===== src/rtl/ls_guard_pkg.sv =====
package ls_guard_pkg;

  // Per-period status handed from the period tracker to the gate shaper.
  typedef struct packed {
    logic force_mode;   // current period must yield a sensable pulse
    logic wide_seen;    // a pulse of minimum width already occurred
    logic insert_slot;  // late enough in the period to insert a pulse
  } ls_track_t;

  function automatic int unsigned max_u(input int unsigned a, input int unsigned b);
    return (a > b) ? a : b;
  endfunction

endpackage


===== src/rtl/ls_period_tracker.sv =====
module ls_period_tracker
  import ls_guard_pkg::*;
#(
  parameter int unsigned PERIOD_CYC   = 333,
  parameter int unsigned MIN_CYC      = 85,
  parameter int unsigned NARROW_LIMIT = 3
) (
  input  logic      clk,
  input  logic      rst,
  input  logic      en,
  input  logic      strobe,
  input  logic      wide_now,
  output ls_track_t track_o
);

  localparam int unsigned POS_MAX = PERIOD_CYC + 1;
  localparam int unsigned POS_W   = $clog2(POS_MAX + 1);
  localparam int unsigned INS_POS = PERIOD_CYC - MIN_CYC - 1;
  localparam int unsigned CNT_W   = (NARROW_LIMIT > 2) ? $clog2(NARROW_LIMIT) : 1;

  localparam logic [POS_W-1:0] POS_TOP  = POS_W'(POS_MAX);
  localparam logic [POS_W-1:0] POS_INS  = POS_W'(INS_POS);
  localparam logic [POS_W-1:0] POS_END  = POS_W'(PERIOD_CYC);
  localparam logic [CNT_W-1:0] CNT_TOP  = CNT_W'(NARROW_LIMIT - 1);

  logic [POS_W-1:0] pos_q;
  logic [CNT_W-1:0] cnt_q;
  logic [CNT_W-1:0] cnt_next;
  logic             armed_q;
  logic             force_q;
  logic             wide_seen_q;
  logic             period_wide;

  always_comb begin
    period_wide = wide_seen_q | wide_now;
    if (period_wide)          cnt_next = '0;
    else if (cnt_q == CNT_TOP) cnt_next = CNT_TOP;
    else                       cnt_next = cnt_q + 1'b1;
  end

  always_ff @(posedge clk) begin
    if (rst || !en) begin
      pos_q       <= '0;
      cnt_q       <= '0;
      armed_q     <= 1'b0;
      force_q     <= 1'b0;
      wide_seen_q <= 1'b0;
    end else if (strobe) begin
      pos_q       <= POS_W'(1);
      wide_seen_q <= 1'b0;
      armed_q     <= 1'b1;
      if (armed_q) begin
        cnt_q   <= cnt_next;
        force_q <= (cnt_next == CNT_TOP);
      end else begin
        cnt_q   <= '0;
        force_q <= 1'b0;
      end
    end else begin
      if (pos_q != POS_TOP) pos_q <= pos_q + 1'b1;
      wide_seen_q <= period_wide;
    end
  end

  always_comb begin
    track_o.force_mode  = force_q;
    track_o.wide_seen   = wide_seen_q;
    track_o.insert_slot = (pos_q >= POS_INS) && (pos_q < POS_END);
  end

  // the narrow count never climbs past its ceiling.
  p_cnt_cap_r4: assert property (@(posedge clk) disable iff (rst)
    cnt_q <= CNT_TOP);

  // a period only becomes forced at a period boundary.
  p_force_at_strobe_r4: assert property (@(posedge clk) disable iff (rst)
    $rose(force_q) |-> $past(strobe));

  // nothing is forced before the first boundary has been seen.
  p_unarmed_r9: assert property (@(posedge clk) disable iff (rst)
    !armed_q |-> !force_q);

endmodule


===== src/rtl/ls_gate_shaper.sv =====
module ls_gate_shaper
  import ls_guard_pkg::*;
#(
  parameter int unsigned MIN_CYC = 85,
  parameter int unsigned RUN_MAX = 85,
  parameter int unsigned RUN_W   = 7
) (
  input  logic             clk,
  input  logic             rst,
  input  logic             en,
  input  logic             ls_req,
  input  ls_track_t        track_i,
  output logic             gate_o,
  output logic             gate_next_o,
  output logic [RUN_W-1:0] run_next_o,
  output logic             wide_now_o
);

  localparam logic [RUN_W-1:0] MIN_R = RUN_W'(MIN_CYC);
  localparam logic [RUN_W-1:0] TOP_R = RUN_W'(RUN_MAX);

  logic             gate_q;
  logic [RUN_W-1:0] run_q;
  logic             hold;
  logic             insert;
  logic             gate_d;
  logic [RUN_W-1:0] run_d;

  always_comb begin
    hold   = track_i.force_mode & gate_q & (run_q < MIN_R);
    insert = track_i.force_mode & ~track_i.wide_seen & ~gate_q & track_i.insert_slot;
    gate_d = en & (ls_req | hold | insert);
    if (!gate_d)           run_d = '0;
    else if (!gate_q)      run_d = RUN_W'(1);
    else if (run_q == TOP_R) run_d = TOP_R;
    else                   run_d = run_q + 1'b1;
  end

  always_ff @(posedge clk) begin
    if (rst) begin
      gate_q <= 1'b0;
      run_q  <= '0;
    end else begin
      gate_q <= gate_d;
      run_q  <= run_d;
    end
  end

  assign gate_o      = gate_q;
  assign gate_next_o = gate_d;
  assign run_next_o  = run_d;
  assign wide_now_o  = gate_q & (run_q >= MIN_R);

  // in a forced period the gate never falls before the minimum width.
  p_min_hold_r4: assert property (@(posedge clk) disable iff (rst)
    (en && $past(en) && $past(track_i.force_mode) && $fell(gate_q))
      |-> ($past(run_q) >= MIN_R));

endmodule


===== src/rtl/ls_sense_window.sv =====
module ls_sense_window #(
  parameter int unsigned BLANK_CYC = 40,
  parameter int unsigned RUN_W     = 7
) (
  input  logic             clk,
  input  logic             rst,
  input  logic             en,
  input  logic             gate_next_i,
  input  logic [RUN_W-1:0] run_next_i,
  output logic             sense_o
);

  localparam logic [RUN_W-1:0] BLANK_R = RUN_W'(BLANK_CYC);

  logic sense_q;

  always_ff @(posedge clk) begin
    if (rst) sense_q <= 1'b0;
    else     sense_q <= en & gate_next_i & (run_next_i > BLANK_R);
  end

  assign sense_o = sense_q;

endmodule


===== src/rtl/ls_pulse_guard.sv =====
module ls_pulse_guard
  import ls_guard_pkg::*;
#(
  parameter int unsigned PERIOD_CYC   = 333,
  parameter int unsigned MIN_CYC      = 85,
  parameter int unsigned BLANK_CYC    = 40,
  parameter int unsigned NARROW_LIMIT = 3
) (
  input  logic clk,
  input  logic rst,
  input  logic gate_en,
  input  logic period_strobe,
  input  logic ls_req,
  output logic ls_gate,
  output logic sense_win
);

  localparam int unsigned RUN_MAX = max_u(MIN_CYC, BLANK_CYC + 1);
  localparam int unsigned RUN_W   = $clog2(RUN_MAX + 1);

  ls_track_t        track;
  logic             wide_now;
  logic             gate_next;
  logic [RUN_W-1:0] run_next;

  ls_period_tracker #(
    .PERIOD_CYC  (PERIOD_CYC),
    .MIN_CYC     (MIN_CYC),
    .NARROW_LIMIT(NARROW_LIMIT)
  ) tracker_i (
    .clk     (clk),
    .rst     (rst),
    .en      (gate_en),
    .strobe  (period_strobe),
    .wide_now(wide_now),
    .track_o (track)
  );

  ls_gate_shaper #(
    .MIN_CYC(MIN_CYC),
    .RUN_MAX(RUN_MAX),
    .RUN_W  (RUN_W)
  ) shaper_i (
    .clk        (clk),
    .rst        (rst),
    .en         (gate_en),
    .ls_req     (ls_req),
    .track_i    (track),
    .gate_o     (ls_gate),
    .gate_next_o(gate_next),
    .run_next_o (run_next),
    .wide_now_o (wide_now)
  );

  ls_sense_window #(
    .BLANK_CYC(BLANK_CYC),
    .RUN_W    (RUN_W)
  ) window_i (
    .clk        (clk),
    .rst        (rst),
    .en         (gate_en),
    .gate_next_i(gate_next),
    .run_next_i (run_next),
    .sense_o    (sense_win)
  );

  // the sense window is open only while the gate is high.
  p_sense_in_gate_r3: assert property (@(posedge clk) disable iff (rst)
    sense_win |-> ls_gate);

  // the window is closed in the cycle the gate rises.
  p_rise_blanked_r2: assert property (@(posedge clk) disable iff (rst)
    $rose(ls_gate) |-> !sense_win);

  // the window opens only after at least one earlier gate-high cycle.
  p_open_after_gate_r2: assert property (@(posedge clk) disable iff (rst)
    $rose(sense_win) |-> $past(ls_gate));

  // a low enable clears both outputs on the next cycle.
  p_disable_r8: assert property (@(posedge clk) disable iff (rst)
    !gate_en |=> (!ls_gate && !sense_win));

endmodule


===== config.mk =====
export PLATFORM = sky130hd
export DESIGN_NAME = ls_pulse_guard
export DESIGN_NICKNAME = d
export VERILOG_FILES = /design/src/rtl/ls_guard_pkg.sv /design/src/rtl/ls_period_tracker.sv /design/src/rtl/ls_gate_shaper.sv /design/src/rtl/ls_sense_window.sv /design/src/rtl/ls_pulse_guard.sv
export SDC_FILE = /design/constraint.sdc
export NUM_CORES = 1
export LEC_CHECK = 0
export ABC_AREA = 1
export BUFFER_PORTS_ARGS = -buffer_cell sky130_fd_sc_hd__buf_2
export CAP_MARGIN = 20
export CELL_PAD_IN_SITES_DETAIL_PLACEMENT = 0
export CELL_PAD_IN_SITES_GLOBAL_PLACEMENT = 1
export CORE_ASPECT_RATIO = 1.2
export CORE_UTILIZATION = 45
export CTS_BUF_LIST = sky130_fd_sc_hd__clkbuf_8
export CTS_CLUSTER_SIZE = 28
export DETAILED_ROUTE_END_ITERATION = 7
export HOLD_SLACK_MARGIN = 0.06
export PLACE_DENSITY_LB_ADDON = 0.1
export SLEW_MARGIN = 40
export SYNTH_ARGS = -nofsm -noshare
export SYNTH_HDL_FRONTEND = slang
export SYNTH_SLANG_ARGS = --single-unit

===== constraint.sdc =====
create_clock -name clk -period 1.9 [get_ports clk]
set_clock_uncertainty 0.15 [all_clocks]
set_input_delay 0.285 -clock clk [delete_from_list [all_inputs] [get_ports clk]]
set_output_delay 0.285 -clock clk [all_outputs]
set_load 0.005 [all_outputs]

==> reports/results.ini <==
[yosys]
syn_area_per_cell_sq_um = 7.16
synth-adder-area-share_pct = 5.11
synth-warning-count = 0
synth-xor-area-share_pct = 2.15
syn_area_sq_um = 1220
dominantRegCellSynth = dfxtp_1
ys_ff_latch = 23
synth_commonest_cells = 39 x nand2_1, 27 x inv_1, 23 x dfxtp_1
synth_top_area_cell = dfxtp_1
synthArstFlopShare_pct = 0
synthMuxAreaShare_pct = 0
synth_seq_area_share_pct = 37.6
synth_compound_area_share_pct = 8.68
synth-edff-count = 0
synthTopCellsByArea = dfxtp_1 38%, nand2_1 12%, inv_1 8.3%
syn_nets = 181
yosysUniqueCellTypes = 25
synth-simple-area-share_pct = 38.2
synth.most_common_cell = nand2_1
yosys.area.top_type_share_pct = 37.6
synth_top_family_by_area = simple AND/OR/NAND/NOR gates
syn-instance-count = 171

[drt]
wl_met3_um = 23
via_per_inst = 4.86
drtIter0Drc = 23
drc = 0
num_vias = 1040
wl_per_cell_um = 10.5
postRouteAntennaNets = 0
drt-pass1-iter-count = 4
maxUsedRoutingLayer = met4
wl_met2_mm = 1.21
wl_mm = 2.25
wl_met1_um = 996

[grt]
grt_max_degree = 14
grt_antenna_before_repair = 0
grt_pass1_wl_mm = 3.97
grt_pass1_vias = 970
grt_remaining_overflow = 0
grt_use_total_pct = 18.0

[critical_path]
path_common_cell = nand3_1
r2r-start = shaper_i.run_q[0]
crit_slowest_cell = dfxtp_1
worstPathArrival_ns = 1.63
crit_cells = 8
reg2reg_depth = 8
path_class = reg2reg
slowest_delay_ns = 0.46
r2r_setup_slack_ns = 0.28
cp-end-kind = flop
crit_buf_inv = 0
path_cells = ha_1, nand3_1, nor2_1, nor2_1, nand3_1, o21ai_0, nand3_1, o21ai_0
path_delay_family = simple AND/OR/NAND/NOR gates
worst_r2r_endpoint = tracker_i.cnt_q[1]
start_kind = flop
critPathRequiredTime_ns = 1.91
path_max_fanout = 7

[cts]
clock-sinks = 23
cts_hold_buffers = 0
cts_root_buffer = clkbuf_8
ctsResizeCount = 0
cts_made_buffers = 3
clockBufferDepth = 2
cts_tree = yes
clkLatencyLatePin_ns = 0.26
htree_levels = 1
clk_pin_slew_worst_paths_ns = 0.08
cts_setup_buffers = 0

[hold_path]
min_to = tracker_i.armed_q
worstHoldPathType = in2reg
hold_depth = 3
hold_start = period_strobe

[sta]
fin_crit_ns = 1.62
timing.final.ws_setup_ns = 0.275
finalMaxSlewViolations = 0
rsz0062_at_grt = no
tightest_slew_ns = 0.404
setup_viol = 0
hold_viol = 0
maxSlewHeadroom_pct = 72.8
min_period_over_period_pct = 85.5
timing.fmax_ghz = 0.616
fin_tns_setup_ns = 0

[pwr]
vdd_drop_max_v = 0.000428
power.leakage_uw = 0.000590
p_per_area_nw_per_um2 = 620

[final_layout]
drive_above_1_share_pct = 12.7
area_growth_pct = 9.60
fin_util_pct = 52.6
final_nets = 192
antennaDiodeCount = 0

[die]
coreArea_sq_um = 2550
die_height_um = 59.2
initial_core_util_pct = 48.0
die_area_sq_um = 2940
rows = 20
die_w_um = 49.6
pin_count = 7

[place]
globalplace.congestion = 0.778
pre_cts_slack_ns = 0.276
port_buffers = 6
dpl.hpwl_mm = 1.80

[outcome]
status = complete, no violations

[flow_run]
maxCapViolations = 0

## stage by stage
stage,hold slack (ns),instance area [sq um],total power (uW),instances
after global routing,0.192,1340,869,214
after floorplan,0.270,1220,528,171
after detailed placement,0.295,1300,543,210
after global placement,0.288,1300,541,210
final,0.170,1340,832,214
after CTS,0.164,1340,845,214
## worst max path at each step
stage / start / end
finish: shaper_i.run_q[0] / tracker_i.cnt_q[1]
global route: shaper_i.run_q[0] / tracker_i.cnt_q[1]
CTS: shaper_i.run_q[0] / tracker_i.cnt_q[1]
detailed placement: shaper_i.run_q[0] / tracker_i.cnt_q[1]
global placement: shaper_i.run_q[1] / window_i.sense_o
floorplan: shaper_i.run_q[0] / tracker_i.cnt_q[1]
## sequential cells by signal (all words and copies together), names as in the netlist
name,cells
tracker_i.pos_q,9
shaper_i.run_q,7
tracker_i.cnt_q,2
shaper_i.gate_o,1
tracker_i.armed_q,1
tracker_i.force_q,1
tracker_i.wide_seen_q,1
window_i.sense_o,1
## cell usage in the layout (no fill, tap or decap)
cell type	synthesis	layout
xnor2_1	1	1
and3_2	1	1
inv_1	27	27
a211oi_1	1	1
nor2_4	2	2
nand2_2	1	1
nand4_2	1	1
nand2_1	39	39
clkinv_2	0	1
nor3_1	1	1
nor2_1	20	20
dfxtp_1	23	23
ha_1	5	5
xor2_1	2	2
nor3_2	6	6
nand3b_1	1	1
nand3_1	15	15
clkbuf_8	0	3
nor3b_1	1	1
o21bai_1	1	1
or2_0	1	1
buf_2	0	6
o21ai_0	5	5
nand4_1	4	4
a21oi_1	10	10
a21oi_2	1	1
nand2_4	1	1
o211ai_1	1	1
## where the power goes
part	switching [uW]	internal [uW]	total [uW]
Sequential	5.43	486	492
Combinational	25.5	13.3	38.8
Clock	155	146	301
## worst min-delay path, stage by stage
cell and delay [ns]:
buf_2 0.13, nor2_1 0.06, nor2_1 0.08
## layout make-up
type,instances,area (sq um)
Clock buffer,3,41.3
Tap cell,33,41.3
Fill cell,270,1210
Inverter,27,101
Timing Repair Buffer,6,30.0
Clock inverter,1,5.00
Multi-Input combinational cell,121,663
Sequential cell,23,460
## layer usage
metal | GRT usage (%) | vias to the layer above
met3 | 3.08 | 2
li1 | - | 570
met5 | 0 | -
met4 | 8.57 | 0
met1 | 19.5 | 466
met2 | 33.8 | 2
## cells by family (layout without fill, tap and decap cells)
logic type      Yosys count  after routing
compound gates           19             19
buf+inv                  27             37
flops                    23             23
xor+xnor                  3              3
fa+ha+maj                 5              5
simple gates             94             94
Note: power is estimated with default switching activity, not from simulation.
